$ cat config.mk
export PLATFORM = sky130hd
export DESIGN_NAME = bist_session_ctrl
export DESIGN_NICKNAME = d
export VERILOG_FILES = /design/src/rtl/bist_sess_pkg.sv /design/src/rtl/bist_step_counter.sv /design/src/rtl/bist_phase_fsm.sv /design/src/rtl/bist_reg_role.sv /design/src/rtl/bist_verdict.sv /design/src/rtl/bist_session_ctrl.sv
export SDC_FILE = /design/constraint.sdc
export NUM_CORES = 1
export LEC_CHECK = 0
export BUFFER_PORTS_ARGS = -buffer_cell sky130_fd_sc_hd__buf_4
export CORE_AREA = 2 2 47 49
export DETAILED_ROUTE_END_ITERATION = 8
export DIE_AREA = 0 0 49 51
export PLACE_DENSITY = 0.82
export SETUP_SLACK_MARGIN = 0.15
export SLEW_MARGIN = 25
export SYNTH_ARGS = -nofsm -noshare
export SYNTH_HDL_FRONTEND = slang
export SYNTH_SLANG_ARGS = --single-unit
$ cat constraint.sdc
create_clock -name clk -period 2.2 [get_ports clk]
set_input_delay 0.44 -clock clk [delete_from_list [all_inputs] [get_ports clk]]
set_output_delay 0.44 -clock clk [all_outputs]
set_load 0.1 [all_outputs]
$ cat src/rtl/bist_sess_pkg.sv
package bist_sess_pkg;
  typedef enum logic [2:0] {
    TR_NORMAL  = 3'd0,
    TR_HOLD    = 3'd1,
    TR_SEED    = 3'd2,
    TR_GEN     = 3'd3,
    TR_COMPACT = 3'd4
  } tr_mode_e;

  typedef enum logic [2:0] {
    S_IDLE, S_A_SEED, S_A_RUN, S_A_CHK, S_B_SEED, S_B_RUN, S_B_CHK, S_FIN
  } sess_state_e;
endpackage

$ cat src/rtl/bist_step_counter.sv
module bist_step_counter #(
  parameter int PATTERNS = 1000
) (
  input  logic clk,
  input  logic rst_n,
  input  logic run_i,
  output logic last_o
);
  localparam int CNT_W = $clog2(PATTERNS + 1);
  logic [CNT_W-1:0] cnt_q;

  always_ff @(posedge clk) begin
    if (!rst_n)     cnt_q <= '0;
    else if (run_i) cnt_q <= cnt_q + 1'b1;
    else            cnt_q <= '0;
  end

  assign last_o = run_i && (cnt_q == CNT_W'(PATTERNS - 1));
endmodule

$ cat src/rtl/bist_phase_fsm.sv
module bist_phase_fsm
  import bist_sess_pkg::*;
(
  input  logic        clk,
  input  logic        rst_n,
  input  logic        start_i,
  input  logic        last_i,
  output sess_state_e state_o
);
  sess_state_e st_q, st_d;

  always_comb begin
    st_d = st_q;
    unique case (st_q)
      S_IDLE:   if (start_i) st_d = S_A_SEED;
      S_A_SEED: st_d = S_A_RUN;
      S_A_RUN:  if (last_i) st_d = S_A_CHK;
      S_A_CHK:  st_d = S_B_SEED;
      S_B_SEED: st_d = S_B_RUN;
      S_B_RUN:  if (last_i) st_d = S_B_CHK;
      S_B_CHK:  st_d = S_FIN;
      S_FIN:    st_d = S_IDLE;
      default:  st_d = S_IDLE;
    endcase
  end

  always_ff @(posedge clk) begin
    if (!rst_n) st_q <= S_IDLE;
    else        st_q <= st_d;
  end

  assign state_o = st_q;
endmodule

$ cat src/rtl/bist_reg_role.sv
module bist_reg_role
  import bist_sess_pkg::*;
#(
  parameter bit OWN_B = 1'b0
) (
  input  sess_state_e state_i,
  output tr_mode_e    mode_o,
  output logic        sel_o
);
  logic in_a, in_b, own;

  always_comb begin
    in_a = (state_i == S_A_SEED) || (state_i == S_A_RUN) || (state_i == S_A_CHK);
    in_b = (state_i == S_B_SEED) || (state_i == S_B_RUN) || (state_i == S_B_CHK);
    own  = OWN_B ? in_b : in_a;
    sel_o = own;
    unique case (state_i)
      S_IDLE:             mode_o = TR_NORMAL;
      S_A_SEED, S_B_SEED: mode_o = TR_SEED;
      S_A_RUN, S_B_RUN:   mode_o = own ? TR_GEN : TR_COMPACT;
      default:            mode_o = TR_HOLD;
    endcase
  end
endmodule

$ cat src/rtl/bist_verdict.sv
module bist_verdict #(
  parameter int             SIG_W = 16,
  parameter logic [SIG_W-1:0] REF_A = '1,
  parameter logic [SIG_W-1:0] REF_B = '1
) (
  input  logic             clk,
  input  logic             rst_n,
  input  logic             clear_i,
  input  logic             chk_a_i,
  input  logic             chk_b_i,
  input  logic [SIG_W-1:0] sig_a_i,
  input  logic [SIG_W-1:0] sig_b_i,
  output logic             pass_o
);
  logic ok_a_q, pass_q;

  always_ff @(posedge clk) begin
    if (!rst_n || clear_i) begin
      ok_a_q <= 1'b0;
      pass_q <= 1'b0;
    end else begin
      if (chk_a_i) ok_a_q <= (sig_a_i == REF_A);
      if (chk_b_i) pass_q <= ok_a_q && (sig_b_i == REF_B);
    end
  end

  assign pass_o = pass_q;
endmodule

$ cat src/rtl/bist_session_ctrl.sv
module bist_session_ctrl
  import bist_sess_pkg::*;
#(
  parameter int               SIG_W    = 16,
  parameter int               PATTERNS = 1000,
  parameter logic [SIG_W-1:0] REF_A    = 16'hC3A5,
  parameter logic [SIG_W-1:0] REF_B    = 16'h5E17
) (
  input  logic             clk,
  input  logic             rst_n,
  input  logic             start_i,
  input  logic [SIG_W-1:0] tr1_sig_i,
  input  logic [SIG_W-1:0] tr2_sig_i,
  output logic             busy_o,
  output logic             done_o,
  output logic             pass_o,
  output logic [2:0]       tr1_mode_o,
  output logic [2:0]       tr2_mode_o,
  output logic             cut1_test_sel_o,
  output logic             cut2_test_sel_o
);
  localparam int NREG = 2;

  sess_state_e state;
  logic        last, run;
  tr_mode_e    mode_w [NREG];
  logic        sel_w  [NREG];

  assign run = (state == S_A_RUN) || (state == S_B_RUN);

  bist_step_counter #(.PATTERNS(PATTERNS)) u_cnt (
    .clk(clk), .rst_n(rst_n), .run_i(run), .last_o(last)
  );

  bist_phase_fsm u_fsm (
    .clk(clk), .rst_n(rst_n), .start_i(start_i), .last_i(last), .state_o(state)
  );

  for (genvar r = 0; r < NREG; r++) begin : g_role
    bist_reg_role #(.OWN_B(r == 1)) u_role (
      .state_i(state), .mode_o(mode_w[r]), .sel_o(sel_w[r])
    );
  end

  bist_verdict #(.SIG_W(SIG_W), .REF_A(REF_A), .REF_B(REF_B)) u_verdict (
    .clk(clk), .rst_n(rst_n),
    .clear_i((state == S_IDLE) && start_i),
    .chk_a_i(state == S_A_CHK),
    .chk_b_i(state == S_B_CHK),
    .sig_a_i(tr2_sig_i),
    .sig_b_i(tr1_sig_i),
    .pass_o(pass_o)
  );

  assign busy_o          = (state != S_IDLE);
  assign done_o          = (state == S_FIN);
  assign tr1_mode_o      = mode_w[0];
  assign tr2_mode_o      = mode_w[1];
  assign cut1_test_sel_o = sel_w[0];
  assign cut2_test_sel_o = sel_w[1];
endmodule

Yosys cells after proc, flatten, opt, wreduce, memory -nomap -nowiden
Cells that the tools add are included.
{"block": "totals", "word_cells": 42, "reg_bits": 15, "input_bits": 35}
{"block": "classes", "n_reduce_logical": 16, "muxes": 8, "addsub": 1, "eq_ne": 13}
{"operator": "3-bit one-hot mux with 8 select lines", "n": 1}
{"operator": "3-bit one-hot mux with 3 select lines", "n": 2}
{"operator": "16-bit by 15-bit equality test with 1-bit output, second input constant", "n": 1}
{"operator": "16-bit equality test, second input constant", "n": 1}
{"operator": "3-bit 2-to-1 mux", "n": 5}
{"operator": "3-bit equality test, second input constant", "n": 4}
{"operator": "10-bit by 1-bit adder with 10-bit output, second input constant", "n": 1}
{"operator": "10-bit equality test, second input constant", "n": 1}
{"operator": "3-bit by 2-bit equality test with 1-bit output, second input constant", "n": 2}
{"operator": "1-bit logical OR", "n": 6}
{"operator": "2-bit != test, second input constant", "n": 3}
{"operator": "2-bit OR reduction", "n": 2}
{"operator": "3-bit by 1-bit equality test with 1-bit output, second input constant", "n": 1}
{"operator": "1-bit logical AND", "n": 3}
{"operator": "3-bit zero test", "n": 1}
{"operator": "3-bit AND reduction", "n": 1}
{"operator": "3-bit nonzero test", "n": 1}
{"operator": "2-bit AND reduction", "n": 1}
{"operator": "1-bit zero test", "n": 1}

Longest topological paths before layout
Gate-level depths: netlist of the first run.
{"block": "depth", "word_depth": 5, "ltp_mapped": 6, "mapped_depth_nobuf": 6}

Modules after synthesis
A second synthesis of the first run with hierarchy kept.
{"block": "unflattened", "hier_cells": 99, "hier_area_um2": 869.6}
{"module": "bist_step_counter", "cells_each": 45, "area_per_inst_um2": 411.6, "instances": 1, "seq_area_each_um2": 200.2}
{"module": "bist_verdict", "cells_each": 18, "area_per_inst_um2": 185.2, "instances": 1, "seq_area_each_um2": 40.0}
{"module": "bist_phase_fsm", "cells_each": 15, "area_per_inst_um2": 133.9, "instances": 1, "seq_area_each_um2": 60.1}
{"module": "bist_session_ctrl", "cells_each": 11, "area_per_inst_um2": 61.3, "instances": 1, "seq_area_each_um2": 0.0}
{"module": "bist_reg_role at g_role[0].u_role", "cells_each": 6, "area_per_inst_um2": 41.3, "instances": 1, "seq_area_each_um2": 0.0}
{"module": "bist_reg_role at g_role[1].u_role", "cells_each": 4, "area_per_inst_um2": 36.3, "instances": 1, "seq_area_each_um2": 0.0}

Worst setup path before layout of the first run
No wires, ideal clock.
{"block": "synth_timing", "path_type": "reg-to-output", "start": "register u_fsm.st_q[0] (netlist: u_fsm.state_o[0])", "end": "output tr1_mode_o[0]", "t_arrival_ns": 2.417, "n_path_buf": 0, "t_required_ns": 1.760, "stages_incl_launch_ff": 5, "setup_slack_ns": -0.657, "path_cell_list": "dfxtp_1 -> inv_1 -> ha_1 -> nor2b_2 -> o21bai_1"}
{"block": "synth_via", "elab_chain_cells": 5, "elab_cells_between_ends": 12, "cone_classes": "5 x eq/ne; 2 x mux; 5 x reduce/logical"}
{"element": "start, declared", "line_no": "bist_phase_fsm.sv:10", "text": "sess_state_e st_q, st_d;"}
{"element": "start signal, assigned", "line_no": "bist_phase_fsm.sv:29", "text": "else st_q <= st_d;"}
{"element": "3-bit by 1-bit equality test with 1-bit output or 3-bit by 2-bit equality test with 1-bit output (tied branches)"}
{"element": "1-bit logical OR", "line_no": "bist_reg_role.sv:13", "text": "in_a = (state_i == S_A_SEED) || (state_i == S_A_RUN) || (state_i == S_A_CHK);"}
{"element": "1-bit logical OR"}
{"element": "3-bit 2-to-1 mux", "line_no": "bist_reg_role.sv:20", "text": "S_A_RUN, S_B_RUN: mode_o = own ? TR_GEN : TR_COMPACT;"}
{"element": "3-bit one-hot mux with 3 select lines *", "line_no": "bist_reg_role.sv:17", "text": "unique case (state_i)"}
{"element": "end, declared", "line_no": "bist_session_ctrl.sv:17", "text": "output logic [2:0] tr1_mode_o,"}
Mark *: on every way between the ends. The rest lies on a longest branch, timed or not.

Final worst setup path of the first run
{"block": "layout_timing", "start": "register u_fsm.st_q[1] (netlist: u_fsm.state_o[1])", "end": "output tr1_mode_o[1]"}
The elaborated chain is that of the path after synthesis.

==> flow_summary_export.csv, run 1 <==
group,metric,value,unit
worst_setup_path,cp.required,1760,ps
yosys,synth_area,912,µm²
worst_setup_path,cp-start-kind,"register",
yosys,synth.distinct_cells,38,
route,vias,921,
timing,post-route-period-util,90.1,%
clock_network,cts.htree.levels,1,
worst_hold_path,hold_depth,3,
route,drc_errors,0,
timing,tightest_slew,524,ps
yosys,synth_top_area_cell,"dfxtp_1",
global_routing,grt_pass1_vias,896,
job,cap_violations,0,
clock_network,cts_buffer_depth,2,
yosys,synthCells,105,
worst_setup_path,reg2reg_depth,6,
timing,skew,1.31,ps
die,num_rows,17,
route,wl_per_cell,12.7,µm
clock_network,postCtsHoldBufs,0,
worst_setup_path,arrival,1540,ps
worst_setup_path,slowest_stage,"dfxtp_1",
global_routing,grt_antenna_before_repair,0,
worst_setup_path,critPathBufInv,2,
placed_design,hpwl,1850,µm
die,die_h,51,µm
layout,drive_above_1_share,44.1,%
worst_setup_path,rr_endpoint,"u_fsm.state_o[0]$_SDFFE_PN0P_",
worst_setup_path,path_cells,"inv_1 -> ha_2 -> nor3_1 -> a21oi_2 -> buf_4",
worst_hold_path,hold_path_end,"u_verdict.pass_o$_SDFFE_PP0P_",
timing,hold_violations,0,
clock_network,clkTransAtPathRegs,80,ps
timing,period_needed,1980,ps
die,pin_count,46,
yosys,postSynthAreaPerCell,8.69,µm²
global_routing,grt-ovfl-total,0,
layout,mostFrequentLayoutCell,"buf_4",
yosys,seq_area_frac_synth,32.9,%
die,die_x,49,µm
pwr,power_density,1190,mW/mm²
pwr,vdd_drop_max,1.15,mV
worst_setup_path,r2r_slack,600,ps
worst_setup_path,critPathTopFamily,"flip-flops",
placed_design,portBuffers,45,
clock_network,clock-sinks,15,
placed_design,place.gp.congestion,0.836,
die,start_util,44.2,%
yosys,synth_top_area_share,32.9,%
global_routing,grt_max_degree,14,
timing,maxSlewHeadroom,65.0,%
pwr,power.total,1630,µW
layout,nets,193,
route,avgViaCountPerCell,5.12,
route,wirelength,2280,µm
worst_hold_path,min_from,"tr1_sig_i[12]",
route,first_pass_iters,4,
die,core_area,0.00206,mm²
worst_setup_path,r2r-start,"u_fsm.state_o[1]$_SDFFE_PN0P_",
die,fp.dieArea,0.00250,mm²
global_routing,grt_pass1_wl,4010,µm
timing,tns,0,ps
yosys,yosys-top-cells-area,"dfxtp_1, ha_1, nor2_1, xor2_1, nand2_1",
timing,fmax,504,MHz
placed_design,place_inst,176,
run_status,outcome,"complete, no violations",
yosys,syn-num-nets,145,
layout,n_antenna_cell,0,
worst_setup_path,crit_fanout,8,
pwr,power_leakage,0.000587,µW
clock_network,cts_buffers,3,
timing,rsz0062_at_grt,"false",
yosys,ys_warn_count,0,
worst_hold_path,worstHoldPathType,"input port to register",
clock_network,clkLatencyLatePin,290,ps
worst_setup_path,cpPeakStageDelay,390,ps
worst_setup_path,cp-end-kind,"output pin",
layout,instances_no_fill,180,
route,first_iter_violations,9,
layout,syn_to_final_growth,49.7,%
worst_setup_path,criticalPathCategory,"register to output pin",
timing,finalSetupViolCount,0,
clock_network,cts_tree,"yes",
route,final_antenna_net_count,0,
global_routing,track_usage,21.4,%
clock_network,cts_root_buffer,"clkbuf_4",
yosys,synth_seq_cells,15,
timing,drv_slew,0,
layout,layout_common_cells,"buf_4, dfxtp_1, nand2_1, nor2_1, xor2_1",
## synthesized netlist by cell type
library cell,number
and4b_1,1
nand4_2,1
nor3_1,3
nor2_1,13
dfxtp_1,15
nor2b_2,1
a21oi_1,3
nor4b_1,1
o21bai_1,1
or2_4,1
clkbuf_1,1
nor3b_2,1
mux2i_1,2
and3_1,1
buf_6,1
nand3_1,3
a21boi_1,1
nor4_1,2
and4_1,2
inv_1,4
xor2_1,5
o21a_1,1
and2_4,1
and2_1,1
nand2b_1,3
o21ai_0,3
ha_1,5
xnor2_1,3
a21oi_4,1
nor4b_2,1
nand4b_1,1
nand2_1,11
nand2_2,2
a32o_1,1
nand4_1,3
o22a_1,1
nand4bb_1,2
nor2b_1,2
## how the worst max path moves through the flow
stage,start,end,cells past startpoint
after floorplan,u_fsm.state_o[0]$_SDFFE_PN0P_,tr1_mode_o[0],4
after global placement,u_fsm.state_o[1]$_SDFFE_PN0P_,tr2_mode_o[0],5
after detailed placement,u_fsm.state_o[1]$_SDFFE_PN0P_,tr2_mode_o[0],5
after CTS,u_fsm.state_o[0]$_SDFFE_PN0P_,tr2_mode_o[0],5
after global routing,u_fsm.state_o[0]$_SDFFE_PN0P_,tr1_mode_o[0],5
final,u_fsm.state_o[1]$_SDFFE_PN0P_,tr1_mode_o[1],5
## flip-flops by register name, summed over array words and instances (netlist names)
register and flops:
u_verdict.ok_a_q 1, u_fsm.state_o 3, u_verdict.pass_o 1, u_cnt.cnt_q 10
## per-layer routing
layer	part of all wire, %	up-vias	wire, µm	GRT usage (%)
li1	-	461	-	-
met1	36	421	824	22.0
met2	55	30	1260	38.8
met3	5.0	9	114	5.56
met4	3.4	0	78	13.8
met5	0	-	0	0
## metrics by stage
stage                     util (%)  area [µm²]  setup slack [ps]  hold slack [ps]
after global routing          66.2        1370               148              408
final                         66.2        1370               217              429
after floorplan                  -         938              1.10              426
after CTS                     64.9        1340               116              423
after detailed placement      62.8        1300               318              454
after global placement        62.8        1300               376              444
## worst reg2reg max path, delay by kind of cell, from the launching register on
kind | cells | cell delay (ps)
compound gates | 1 | 180
flops | 1 | 390
mux | 1 | 210
buf+inv | 1 | 80
simple gates | 2 | 440
fa+ha+maj | 1 | 240
## report_power, final
part           total, µW  switching, µW  internal (µW)
Sequential           322           28.2            293
Clock                154           83.8           70.6
Combinational       1150            824            327
Total               1630            936            691
## area by class of cell
type	instances	area (µm²)
Fill cell	168	698
Multi-Input combinational cell	84	626
Timing Repair Buffer	45	362
Sequential cell	15	302
Tap cell	28	35.0
Clock buffer	4	26.3
Inverter	4	15.0
## cell families after synthesis
| group | count (synthesis) | synth area share [%] |
|---|---|---|
| and+or+nand+nor | 57 | 37.4 |
| DFF | 15 | 32.9 |
| AOI/OAI and AO/OA | 12 | 9.60 |
| xor gates and xnor gates | 8 | 7.68 |
| buffers and inverters | 6 | 3.29 |
| adders and majority gates | 5 | 6.86 |
| muxes | 2 | 2.19 |
## what timing repair did
action	4_1_cts	5_1_grt
setup buffers	0	0
gates resized for setup	5	8
setup endpoints to repair	3	5
pin swaps	1	0
Note: power is estimated with default switching activity, not from simulation.
==> inputs of run 2 (changes only) <==
--- a/config.mk
+++ b/config.mk
@@ -6,10 +6,10 @@
 export NUM_CORES = 1
 export LEC_CHECK = 0
 export BUFFER_PORTS_ARGS = -buffer_cell sky130_fd_sc_hd__buf_4
-export CORE_AREA = 2 2 47 49
+export CORE_AREA = 2 2 51 53
 export DETAILED_ROUTE_END_ITERATION = 8
-export DIE_AREA = 0 0 49 51
-export PLACE_DENSITY = 0.82
+export DIE_AREA = 0 0 53 55
+export PLACE_DENSITY = 0.76
 export SETUP_SLACK_MARGIN = 0.15
 export SLEW_MARGIN = 25
 export SYNTH_ARGS = -nofsm -noshare
==> constraint.sdc (replaced) <==
create_clock -name clk -period 1.8 [get_ports clk]
set_input_delay 0.36 -clock clk [delete_from_list [all_inputs] [get_ports clk]]
set_output_delay 0.36 -clock clk [all_outputs]
set_load 0.1 [all_outputs]
==> flow_summary_export.csv, run 2 (synthesis results as in run 1) <==
group,metric,value,unit
run_status,violations,"negative setup slack",
die,die_h,55,µm
clock_network,postCtsHoldBufs,0,
pwr,power.switching,1290,µW
clock_network,cts_buffers,3,
route,vias,971,
timing,post-route-period-util,103,%
die,fp.dieArea,0.00292,mm²
layout,nets,199,
placed_design,place.gp.congestion,0.772,
layout,mostFrequentLayoutCell,"buf_4",
worst_setup_path,cp.required,1440,ps
pwr,combPwrFrac,74.9,%
clock_network,cts_buffer_depth,2,
pwr,power_density,1520,mW/mm²
pwr,seq_power_share,17.3,%
route,final_antenna_net_count,0,
clock_network,cts_tree,"yes",
pwr,power_leakage,0.000654,µW
worst_hold_path,worstHoldPathType,"input port to register",
worst_setup_path,criticalPathCategory,"register to output pin",
pwr,vdd_drop_max,1.89,mV
die,die_x,53,µm
route,wl_per_cell,14.9,µm
layout,largest_reg_flops,10,
placed_design,post-place-ws,13.1,ps
run_status,outcome,"finished, violations left",
global_routing,grt_pass1_wl,4220,µm
timing,layout_setup_ws,-48.2,ps
worst_setup_path,cp-end-kind,"output pin",
global_routing,grt-ovfl-total,0,
clock_network,clkLatencyLatePin,280,ps
route,drc_errors,0,
global_routing,track_usage,20.1,%
layout,multi_input_area,703,µm²
global_routing,grt_antenna_before_repair,0,
layout,n_antenna_cell,0,
timing,finalSetupViolCount,3,
route,avgViaCountPerCell,5.16,
route,first_pass_iters,4,
clock_network,cts_root_buffer,"clkbuf_4",
worst_setup_path,arrival,1490,ps
pwr,swShare,53.5,%
timing,skew,6.50,ps
timing,fmax,541,MHz
route,wirelength,2810,µm
layout,fin_area,0.00158,mm²
die,num_rows,18,
layout,regArea,309,µm²
layout,final.fill_count,189,
pwr,clkPwrFrac,7.8,%
global_routing,grt_max_degree,13,
layout,layout_common_cells,"buf_4, dfxtp_1, nand2_1, nor2_1, buf_12",
layout,syn_to_final_growth,73.5,%
timing,drv_slew,0,
die,core_area,0.00236,mm²
timing,hold_violations,0,
timing,tightest_slew,327,ps
clock_network,clock-sinks,15,
die,start_util,38.6,%
die,pin_count,46,
layout,drive_above_1_share,52.5,%
worst_setup_path,cp-start-kind,"register",
job,cap_violations,0,
global_routing,grt_pass1_vias,924,
worst_setup_path,crit_fanout,6,
timing,maxSlewHeadroom,78.0,%
layout,utilization,66.9,%
timing,period_needed,1850,ps
clock_network,cts.htree.levels,1,
pwr,p_int,1120,µW
placed_design,portBuffers,45,
timing,tns,-90.4,ps
timing,rsz0062_at_grt,"true",
placed_design,place_area,0.00136,mm²
clock_network,clkTransAtPathRegs,90,ps
layout,top_register,"u_cnt.cnt_q",
route,first_iter_violations,7,
placed_design,hpwl,1840,µm
run 2: cell types whose count changed in the layout (fill, tap and decap cells not counted), sizes merged:
cell	delta
buf	+6
run 2: metal layers:
metal | track usage, % | up-vias | share of wire, %
li1 | - | 474 | -
met1 | 20.9 | 452 | 37
met2 | 38.8 | 37 | 55
met3 | 2.96 | 8 | 5.4
met4 | 11.1 | 0 | 2.5
met5 | 0 | - | 0
run 2: final timing paths:
check	from	endpoint	slack, ps	depth (start not counted)
worst max-delay path	u_fsm.state_o[0]$_SDFFE_PN0P_	tr1_mode_o[0]	-50	5
worst min-delay path	tr1_sig_i[12]	u_verdict.pass_o$_SDFFE_PP0P_	350	3
worst max register to register	u_fsm.state_o[0]$_SDFFE_PN0P_	u_fsm.state_o[0]$_SDFFE_PN0P_	160	7
worst min register to register	u_verdict.pass_o$_SDFFE_PP0P_	u_verdict.pass_o$_SDFFE_PP0P_	460	2
run 2: layout make-up:
type	count	share of cell area (%)
flip-flops and latches	15	19.5
repair buffers	51	30.6
well taps	30	2.37
inverters	4	1.42
multi-input cells	84	44.4
clock buffers	4	1.66
run 2: power by group through the flow:
stage | Combinational (µW) | Sequential (µW) | Clock [µW]
after floorplan | 1140 | 393 | 0
after global placement | 1390 | 402 | 0
after detailed placement | 1400 | 405 | 0
after CTS | 1710 | 416 | 193
after global routing | 1850 | 422 | 213
final | 1800 | 416 | 189
run 2: critical path, stage by stage, from the launching register on:
cell and delay [ps]:
dfxtp_4 380, inv_4 80, ha_4 190, nor2b_4 210, o21bai_4 160, buf_12 190
run 2: through the flow:
step                instances  hold slack (ps)  power, µW
finish                    188              345       2410
global route              188              363       2480
CTS                       186              349       2320
global placement          180              443       1790
floorplan                 105              426       1540
detailed placement        180              444       1810
run 2: what timing repair did:
action,4_1_cts,5_1_grt
pin swaps,3,3
setup buffers,2,2
gates cloned,0,0
gates resized for setup,36,6
setup endpoints to repair,10,10
==> inputs of run 3 (changes only) <==
--- a/config.mk
+++ b/config.mk
@@ -5,11 +5,13 @@
 export SDC_FILE = /design/constraint.sdc
 export NUM_CORES = 1
 export LEC_CHECK = 0
+export ABC_CLOCK_PERIOD_IN_PS = 1840
 export BUFFER_PORTS_ARGS = -buffer_cell sky130_fd_sc_hd__buf_4
-export CORE_AREA = 2 2 51 53
+export CORE_AREA = 2 2 48 50
+export CTS_BUF_LIST = sky130_fd_sc_hd__clkbuf_4
 export DETAILED_ROUTE_END_ITERATION = 8
-export DIE_AREA = 0 0 53 55
-export PLACE_DENSITY = 0.76
+export DIE_AREA = 0 0 50 52
+export PLACE_DENSITY = 0.82
 export SETUP_SLACK_MARGIN = 0.15
 export SLEW_MARGIN = 25
 export SYNTH_ARGS = -nofsm -noshare
==> constraint.sdc (replaced) <==
create_clock -name clk -period 1.84 [get_ports clk]
set_input_delay 0.368 -clock clk [delete_from_list [all_inputs] [get_ports clk]]
set_output_delay 0.368 -clock clk [all_outputs]
set_load 0.1 [all_outputs]
==> flow_summary_export.csv, run 3 (synthesis results as in run 1) <==
group,metric,value,unit
layout,drive_above_1_share,52.8,%
clock_network,clock-sinks,15,
pwr,vdd_drop_max,1.43,mV
clock_network,cts_buffer_depth,2,
layout,syn_to_final_growth,74.1,%
timing,maxSlewHeadroom,79.1,%
timing,tightest_slew,310,ps
timing,tns,0,ps
global_routing,grt-ovfl-total,0,
pwr,power_density,1480,mW/mm²
timing,finalSetupViolCount,0,
route,final_antenna_net_count,0,
timing,post-route-period-util,99.8,%
timing,drv_slew,0,
worst_hold_path,worstHoldPathType,"input port to register",
clock_network,clkTransAtPathRegs,90,ps
worst_setup_path,crit_fanout,6,
die,fp.dieArea,0.00260,mm²
route,wl_per_cell,15.1,µm
clock_network,cts_tree,"yes",
global_routing,grt_antenna_before_repair,0,
global_routing,grt_max_degree,10,
pwr,power_leakage,0.000663,µW
die,start_util,43.3,%
route,wirelength,2820,µm
timing,fmax,544,MHz
timing,skew,4.98,ps
die,die_x,50,µm
placed_design,post-place-ws,75.1,ps
global_routing,track_usage,22.0,%
timing,period_needed,1840,ps
placed_design,portBuffers,45,
worst_setup_path,cp.required,1470,ps
global_routing,grt_pass1_vias,914,
placed_design,place_inst,177,
layout,nets,200,
die,pin_count,46,
worst_setup_path,criticalPathCategory,"register to output pin",
clock_network,clkLatencyLatePin,290,ps
layout,top_register,"u_cnt.cnt_q",
job,cap_violations,0,
route,vias,1006,
route,avgViaCountPerCell,5.38,
layout,layout_common_cells,"buf_4, dfxtp_1, nand2_1, nor2_1, buf_12",
timing,layout_setup_ws,3.30,ps
layout,instances_no_fill,187,
route,drc_errors,0,
timing,hold_violations,0,
worst_setup_path,cp-end-kind,"output pin",
die,die_h,52,µm
route,first_pass_iters,4,
die,num_rows,17,
route,first_iter_violations,18,
run_status,outcome,"complete, no violations",
clock_network,cts_buffers,3,
timing,rsz0062_at_grt,"true",
clock_network,cts.htree.levels,1,
layout,mostFrequentLayoutCell,"buf_4",
global_routing,grt_pass1_wl,4260,µm
placed_design,place.gp.congestion,0.773,
worst_setup_path,cp-start-kind,"register",
layout,n_antenna_cell,0,
worst_setup_path,arrival,1470,ps
placed_design,hpwl,1830,µm
layout,largest_reg_flops,10,
timing,holdWs,348,ps
clock_network,cts_root_buffer,"clkbuf_4",
die,core_area,0.00211,mm²
run 3: cell type report:
class                   count  area [µm²]
flip-flops and latches     15         309
clock inverters             1        5.00
inverters                   4        20.0
multi-input cells          84         708
clock buffers               3        22.5
well taps                  28        35.0
repair buffers             52         488
fillers                   143         518
run 3: path summary, 6_finish.rpt:
kind,from,endpoint,slack (ps),depth (start not counted)
hold reg to reg,u_verdict.pass_o$_SDFFE_PP0P_,u_verdict.pass_o$_SDFFE_PP0P_,460,2
setup / recovery,u_fsm.state_o[0]$_SDFFE_PN0P_,tr1_mode_o[0],3,5
hold / removal,tr1_sig_i[12],u_verdict.pass_o$_SDFFE_PP0P_,350,3
setup reg to reg,u_fsm.state_o[1]$_SDFFE_PN0P_,u_fsm.state_o[1]$_SDFFE_PN0P_,190,7
run 3: report_power, final:
group / switching (µW) / internal (µW) / leakage (µW) / total [µW]
Combinational: 1110 / 641 / 0.000522 / 1750
Sequential: 45.9 / 358 / 0.000123 / 404
Clock: 109 / 80.8 / 0.0000177 / 190
run 3: metrics by stage:
stage          util (%)  total power, µW  area (µm²)
3_3_place_gp       64.5             1750        1360
2_1_floorplan         -             1510         992
4_1_cts            73.6             2270        1550
6_report           75.4             2350        1590
5_1_grt            75.4             2430        1590
3_5_place_dp       64.5             1770        1360
run 3: repair_timing:
action	CTS	global route
resized for setup	34	4
hold buffers	0	0
setup buffers	3	3
pin swaps	4	6
setup endpoints to repair	10	11
run 3: layer usage:
layer / global-route usage (%) / vias to the layer above / wire length (µm)
li1: - / 479 / -
met1: 22.8 / 467 / 1020
met2: 39.9 / 58 / 1520
met3: 6.90 / 2 / 260
met4: 10.6 / 0 / 21
met5: 0 / - / 0
run 3: critical path: stages (launching register included):
cell and delay [ps]:
dfxtp_4 380, inv_4 80, ha_4 200, nor2b_4 190, o21bai_4 150, buf_12 190
